==> config.mk <==
export PLATFORM = sky130hd
export DESIGN_NAME = ir_carrier_meter
export DESIGN_NICKNAME = d
export VERILOG_FILES = /design/src/rtl/ircm_pkg.sv /design/src/rtl/ircm_tick.sv /design/src/rtl/ircm_sync.sv /design/src/rtl/ircm_div.sv /design/src/rtl/ir_carrier_meter.sv
export SDC_FILE = /design/constraint.sdc
export NUM_CORES = 1
export LEC_CHECK = 0
export BUFFER_PORTS_ARGS = -buffer_cell sky130_fd_sc_hd__buf_2
export CAP_MARGIN = 20
export CORE_MARGIN = 2
export CORE_UTILIZATION = 57
export DETAILED_ROUTE_END_ITERATION = 8
export GPL_TIMING_DRIVEN = 0
export PLACE_DENSITY_LB_ADDON = 0.05
export SYNTH_ARGS = -nofsm -noshare
export SYNTH_HDL_FRONTEND = slang
export SYNTH_SLANG_ARGS = --single-unit
==> constraint.sdc <==
create_clock -name clk -period 3.46 [get_ports clk]
set_input_delay 0.692 -clock clk [delete_from_list [all_inputs] [get_ports clk]]
set_output_delay 0.692 -clock clk [all_outputs]
set_load 0.05 [all_outputs]
==> src/rtl/ircm_pkg.sv <==
package ircm_pkg;
  typedef enum logic [1:0] {
    ST_IDLE,
    ST_RUN,
    ST_DIV,
    ST_HOLD
  } meas_st_t;
endpackage

==> src/rtl/ircm_tick.sv <==
module ircm_tick #(
  parameter int TICK_DIV = 50
) (
  input  logic clk,
  input  logic rst,
  input  logic restart,
  output logic tick
);
  localparam int PW = (TICK_DIV > 1) ? $clog2(TICK_DIV) : 1;
  localparam logic [PW-1:0] LAST = PW'(TICK_DIV - 1);

  logic [PW-1:0] pre;

  assign tick = (pre == LAST);

  always_ff @(posedge clk) begin
    if (rst || restart) pre <= '0;
    else if (tick)      pre <= '0;
    else                pre <= pre + 1'b1;
  end
endmodule

==> src/rtl/ircm_sync.sv <==
module ircm_sync #(
  parameter int SYNC_STAGES = 2
) (
  input  logic clk,
  input  logic rst,
  input  logic raw_i,
  input  logic inv_i,
  output logic rise,
  output logic fall
);
  logic [SYNC_STAGES-1:0] sh;
  logic                   prev;

  always_ff @(posedge clk) begin
    if (rst) begin
      sh   <= '0;
      prev <= 1'b0;
    end else begin
      sh   <= {sh[SYNC_STAGES-2:0], raw_i ^ inv_i};
      prev <= sh[SYNC_STAGES-1];
    end
  end

  assign rise = sh[SYNC_STAGES-1] & ~prev;
  assign fall = ~sh[SYNC_STAGES-1] & prev;
endmodule

==> src/rtl/ircm_div.sv <==
module ircm_div #(
  parameter int DW = 12,
  parameter int VW = 4
) (
  input  logic          clk,
  input  logic          rst,
  input  logic          start,
  input  logic [DW-1:0] dividend,
  input  logic [VW-1:0] divisor,
  output logic          done,
  output logic [DW-1:0] quot
);
  localparam int CW = $clog2(DW + 1);

  logic          busy;
  logic [CW-1:0] left;
  logic [VW-1:0] rem;
  logic [DW-1:0] q;
  logic [VW:0]   trial;
  logic          ge;

  assign trial = {rem, q[DW-1]};
  assign ge    = (trial >= {1'b0, divisor});
  assign quot  = q;

  always_ff @(posedge clk) begin
    if (rst) begin
      busy <= 1'b0;
      left <= '0;
      rem  <= '0;
      q    <= '0;
      done <= 1'b0;
    end else begin
      done <= 1'b0;
      if (start) begin
        busy <= 1'b1;
        left <= CW'(DW);
        rem  <= '0;
        q    <= dividend;
      end else if (busy) begin
        q    <= {q[DW-2:0], ge};
        rem  <= ge ? VW'(trial - {1'b0, divisor}) : trial[VW-1:0];
        left <= left - 1'b1;
        if (left == CW'(1)) begin
          busy <= 1'b0;
          done <= 1'b1;
        end
      end
    end
  end
endmodule

==> src/rtl/ir_carrier_meter.sv <==
module ir_carrier_meter
  import ircm_pkg::*;
#(
  parameter int TICK_DIV    = 50,
  parameter int SYNC_STAGES = 2,
  parameter int CNT_W       = 8,
  parameter int NIB_W       = 4,
  parameter int OUT_W       = 7
) (
  input  logic               clk,
  input  logic               rst,
  input  logic               ir_raw_i,
  input  logic               pol_inv_i,
  input  logic [2*NIB_W-1:0] cfg_i,
  output logic [OUT_W:0]     period_o,
  output logic [OUT_W:0]     width_o
);
  localparam int SUM_W = CNT_W + NIB_W;
  localparam logic [CNT_W-1:0] CNT_MAX = '1;
  localparam logic [SUM_W-1:0] OUT_MAX = SUM_W'((1 << OUT_W) - 1);

  logic             rise, fall, tick;
  logic [CNT_W-1:0] gap_cnt, hi_cnt, per_smp;
  logic             hi_run, timeout, last_avg;
  meas_st_t         st;
  logic [NIB_W-1:0] disc_lim, avg_lim, disc_cnt, avg_cnt;
  logic [SUM_W-1:0] sum_p, sum_w;
  logic             div_go, res_done;
  logic [1:0][SUM_W-1:0] dvd, quo;
  logic [1:0][OUT_W-1:0] res;
  logic [1:0]            dn;

  ircm_sync #(.SYNC_STAGES(SYNC_STAGES)) u_sync (
    .clk(clk), .rst(rst), .raw_i(ir_raw_i), .inv_i(pol_inv_i),
    .rise(rise), .fall(fall)
  );

  ircm_tick #(.TICK_DIV(TICK_DIV)) u_tick (
    .clk(clk), .rst(rst), .restart(rise), .tick(tick)
  );

  // Tick counters: gap since last rising edge, high time of current pulse.
  always_ff @(posedge clk) begin
    if (rst) begin
      gap_cnt <= '0;
      hi_cnt  <= '0;
      hi_run  <= 1'b0;
    end else if (rise) begin
      gap_cnt <= '0;
      hi_cnt  <= '0;
      hi_run  <= 1'b1;
    end else begin
      if (tick && gap_cnt != CNT_MAX) gap_cnt <= gap_cnt + 1'b1;
      if (hi_run && tick && hi_cnt != CNT_MAX) hi_cnt <= hi_cnt + 1'b1;
      if (fall) hi_run <= 1'b0;
    end
  end

  assign timeout  = tick && (gap_cnt == CNT_MAX);
  assign per_smp  = gap_cnt + {{(CNT_W-1){1'b0}}, tick};
  assign last_avg = ((avg_cnt + 1'b1) == avg_lim);

  assign dvd[0] = sum_p;
  assign dvd[1] = sum_w;

  for (genvar g = 0; g < 2; g++) begin : g_chan
    ircm_div #(.DW(SUM_W), .VW(NIB_W)) u_div (
      .clk(clk), .rst(rst), .start(div_go), .dividend(dvd[g]),
      .divisor(avg_lim), .done(dn[g]), .quot(quo[g])
    );
    assign res[g] = (quo[g] > OUT_MAX) ? OUT_MAX[OUT_W-1:0] : quo[g][OUT_W-1:0];
  end

  assign res_done = &dn;

  always_ff @(posedge clk) begin
    if (rst) begin
      st       <= ST_IDLE;
      disc_lim <= '0;
      avg_lim  <= NIB_W'(1);
      disc_cnt <= '0;
      avg_cnt  <= '0;
      sum_p    <= '0;
      sum_w    <= '0;
      div_go   <= 1'b0;
      period_o <= '0;
      width_o  <= '0;
    end else begin
      div_go <= 1'b0;
      unique case (st)
        ST_IDLE: if (rise) begin
          disc_lim <= cfg_i[2*NIB_W-1:NIB_W];
          avg_lim  <= (cfg_i[NIB_W-1:0] == '0) ? NIB_W'(1) : cfg_i[NIB_W-1:0];
          disc_cnt <= '0;
          avg_cnt  <= '0;
          sum_p    <= '0;
          sum_w    <= '0;
          st       <= ST_RUN;
        end
        ST_RUN: if (timeout) begin
          st <= ST_IDLE;
        end else if (rise) begin
          if (disc_cnt != disc_lim) begin
            disc_cnt <= disc_cnt + 1'b1;
          end else begin
            sum_p   <= sum_p + SUM_W'(per_smp);
            sum_w   <= sum_w + SUM_W'(hi_cnt);
            avg_cnt <= avg_cnt + 1'b1;
            if (last_avg) begin
              div_go <= 1'b1;
              st     <= ST_DIV;
            end
          end
        end
        ST_DIV: if (res_done) begin
          period_o <= {1'b1, res[0]};
          width_o  <= {1'b0, res[1]};
          st       <= ST_HOLD;
        end
        ST_HOLD: if (timeout) st <= ST_IDLE;
        default: st <= ST_IDLE;
      endcase
    end
  end
endmodule

==> run_results.csv <==
group,metric,value,unit
cells_and_area,seq_area,0.00256,mm^2
pwr,ir_drop,0.510,mV
floorplan,io_pins,28,
setup_path,cp-start-kind,"register",
clock_network,cts-root-buf,"clkbuf_8",
sta,holdWs,0.391,ns
place,place_congestion,0.921,
floorplan,die_y,110,um
logic_synthesis,synthesis.nets,810,
setup_path,cp-end-kind,"register",
clock_network,cts_hold_buf,0,
floorplan,rows,38,
cells_and_area,final_core_util,67.0,%
pwr,switching_share,22.4,%
place,place_area,0.00668,mm^2
routing,wl,14600,um
sta,max_freq,315,MHz
routing,antenna_left,0,
pwr,p_sw,0.782,mW
grt,grt_util_all_layers,25.6,%
clock_network,clock_latency,0.54,ns
logic_synthesis,synth_cell_types,49,
pwr,p_seq_share,42.9,%
grt,grt_pass1_vias,4788,
grt,grt_pass1_wl,23400,um
grt,grt.overflow.total,0,
logic_synthesis,synth_top_area_share,40.2,%
logic_synthesis,synth-seq-cells,128,
logic_synthesis,synth_common_cells,"nor2_1 (159), dfxtp_1 (128), a21oi_1 (64)",
pwr,p_int,2.71,mW
clock_network,cts_tree,"done",
sta,slew_headroom,39.0,%
place,io_buffers,26,
cells_and_area,final_design_area_no_fill,0.00730,mm^2
logic_synthesis,yosys.area.top_type,"dfxtp_1",
logic_synthesis,netlist_area,0.00637,mm^2
clock_network,clkSinkCount,128,
sta,finalSetupViolations,0,
clock_network,cts_buffers,17,
clock_network,ctsHtreeMaxLevel,4,
routing,num_vias,5232,
cells_and_area,layout-drive-gt1-share,9.33,%
setup_path,critical_path_class,"reg -> reg",
setup_path,cpMostUsedCell,"ha_1",
sta,hold_viol,0,
routing,drtIter0Drc,414,
routing,drc,0,
floorplan,dieWidth,110,um
setup_path,cp_max_fo,4,
floorplan,start_util,58.5,%
cells_and_area,diodes,0,
cells_and_area,multiInputGateArea,0.00361,mm^2
sta,rsz0062_at_grt,"false",
pwr,combPwrFrac,4.2,%
logic_synthesis,synth.yosys.seq_area_share,40.2,%
logic_synthesis,synth_edf_count,0,
pwr,clkPwrFrac,52.8,%
logic_synthesis,syn_area_per_cell,8.42,um^2
grt,grt_max_degree,17,
setup_path,required,3.92,ns
floorplan,die_area,0.0120,mm^2
logic_synthesis,async_flop_share,0,%
logic_synthesis,postSynthCellCount,757,
setup_path,critPathMaxStageDelay,0.46,ns
logic_synthesis,synth_flop_cell,"dfxtp_1",
sta,fin_crit_sh,91.8,%
sta,tightest_slew,0.908,ns
cells_and_area,area_growth,14.5,%
setup_path,cp_slowest_cell,"fa_1",
clock_network,cts_buffer_depth,2,
cells_and_area,fillerInstances,877,
sta,post-route-min-period,3.17,ns
flow_run,drv_cap,0,
routing,firstDrtPassIters,5,
outcome,status,"completed",
routing,viasPerCell,5.48,
cells_and_area,fin_nets,855,
routing,wl_per_cell,15.2,um
pwr,power.density,478,mW/mm^2
place,dp_hpwl,10700,um
clock_network,clk_pin_slew,0.06,ns
pwr,leakage,2.93,nW
logic_synthesis,synth_most_common_cell,"nor2_1",
floorplan,core,0.0109,mm^2
grt,antenna_found_initial,0,
logic_synthesis,yosysWarnings,0,
sta,skew,0.0123,ns
setup_path,crit_arrival,3.63,ns
sta,drv_slew,0,
logic_synthesis,ys_top_cells_by_area,"dfxtp_1 (40%), nor2_1 (9.4%), ha_1 (7.3%), a21oi_1 (5.0%), mux2i_1 (4.4%)",
pwr,power,3.49,mW
setup_path,crit_chain,"inv_1, ha_1, nand3_1, inv_1, ha_1, ha_1, fa_1, a211oi_1, o21bai_1, a21oi_1, xor2_1, or3_2, a21oi_1",
hold_path,hold_path.class,"in -> reg",
area by class of cell:
class / instances / area share (%)
buffer: 34 / 1.95
inverter: 18 / 0.926
tap: 140 / 2.40
multi-input combinational: 577 / 49.5
clock buffer: 18 / 5.73
sequential: 128 / 35.1
timing repair buffer: 26 / 1.78
clock inverter: 14 / 2.62
kinds of logic (layout without fill, tap and decap cells):
family	Yosys count	in the layout	share of synthesized area, %
compound gates	124	124	11.7
fa+ha+maj	41	41	8.52
other cells	1	1	0.0588
simple gates	317	317	22.7
mux	30	30	4.75
buf+inv	52	110	3.30
flops	128	128	40.2
xor+xnor	64	64	8.80
flip-flops by register name, indices dropped and copies added, names as in the netlist, 2 cells and up, named ones only:
register	count
u_sync.sh	2
avg_lim	4
width_o	7
disc_cnt	4
disc_lim	4
g_chan.u_div.left	8
g_chan.u_div.busy	2
g_chan.u_div.quot	24
g_chan.u_div.done	2
avg_cnt	4
g_chan.u_div.rem	8
u_tick.pre	6
period_o	8
sum_w	12
gap_cnt	8
hi_cnt	8
sum_p	12
path summary, 6_finish.rpt:
check,endpoint,slack [ns],cells past startpoint,from
min reg2reg,u_sync.sh[1],0.46,1,u_sync.sh[0]
max,sum_p[6],0.29,13,u_tick.pre[1]
min,disc_lim[2],0.39,3,cfg_i[6]
max reg2reg,sum_p[6],0.29,13,u_tick.pre[1]
worst max-delay path: cells and delay by family, from the launching register on:
kind,cells,cell delay [ns]
simple gates,2,0.57
compound gates,4,0.74
fa+ha+maj,4,1.25
flops,1,0.34
buf+inv,2,0.11
xor+xnor,1,0.08
per-stage QoR:
step	worst slack [ns]	TNS [ns]	std cells
detailed placement	-0.00360	-0.00360	923
global route	0.00493	0	955
finish	0.285	0	955
global placement	0.103	0	923
floorplan	0.536	0	757
CTS	0.0696	0	955
per-layer routing:
metal  vias up  GRT usage (%)  wire, um
li1       2694              -         -
met1      2431           34.4      7120
met2        91           40.5      6620
met3        16           6.52       612
met4         0           7.59       206
met5         -              0         0
cells in the final DEF, fill, tap and decap left out, drive strengths merged, types with 7 or more instances in the layout:
| cell | n |
|---|---|
| o21ai | 16 |
| a21oi | 64 |
| nor2b | 7 |
| ha | 37 |
| nor2 | 159 |
| xnor2 | 32 |
| mux2i | 28 |
| buf | 39 |
| inv | 18 |
| a211oi | 8 |
| xor2 | 32 |
| nand3 | 20 |
| nand4 | 11 |
| nand2b | 10 |
| nor4 | 8 |
| clkbuf | 39 |
| and3 | 7 |
| or3 | 7 |
| dfxtp | 128 |
| nand2 | 48 |
| a22oi | 12 |
| nor3 | 22 |
power by group through the flow:
stage | combinational [mW] | clock (mW) | sequential, mW
2_1_floorplan | 0.104 | 0 | 1.53
3_3_place_gp | 0.143 | 0 | 1.53
3_5_place_dp | 0.145 | 0 | 1.53
4_1_cts | 0.147 | 1.85 | 1.50
5_1_grt | 0.164 | 1.93 | 1.50
6_report | 0.148 | 1.84 | 1.50
what timing repair did:
item                       CTS  global route
resized for setup            1             2
setup buffers                0             0
setup endpoints to repair    2             3
pin swaps                    0             1
No activity file was read; power rests on OpenSTA's default activity.
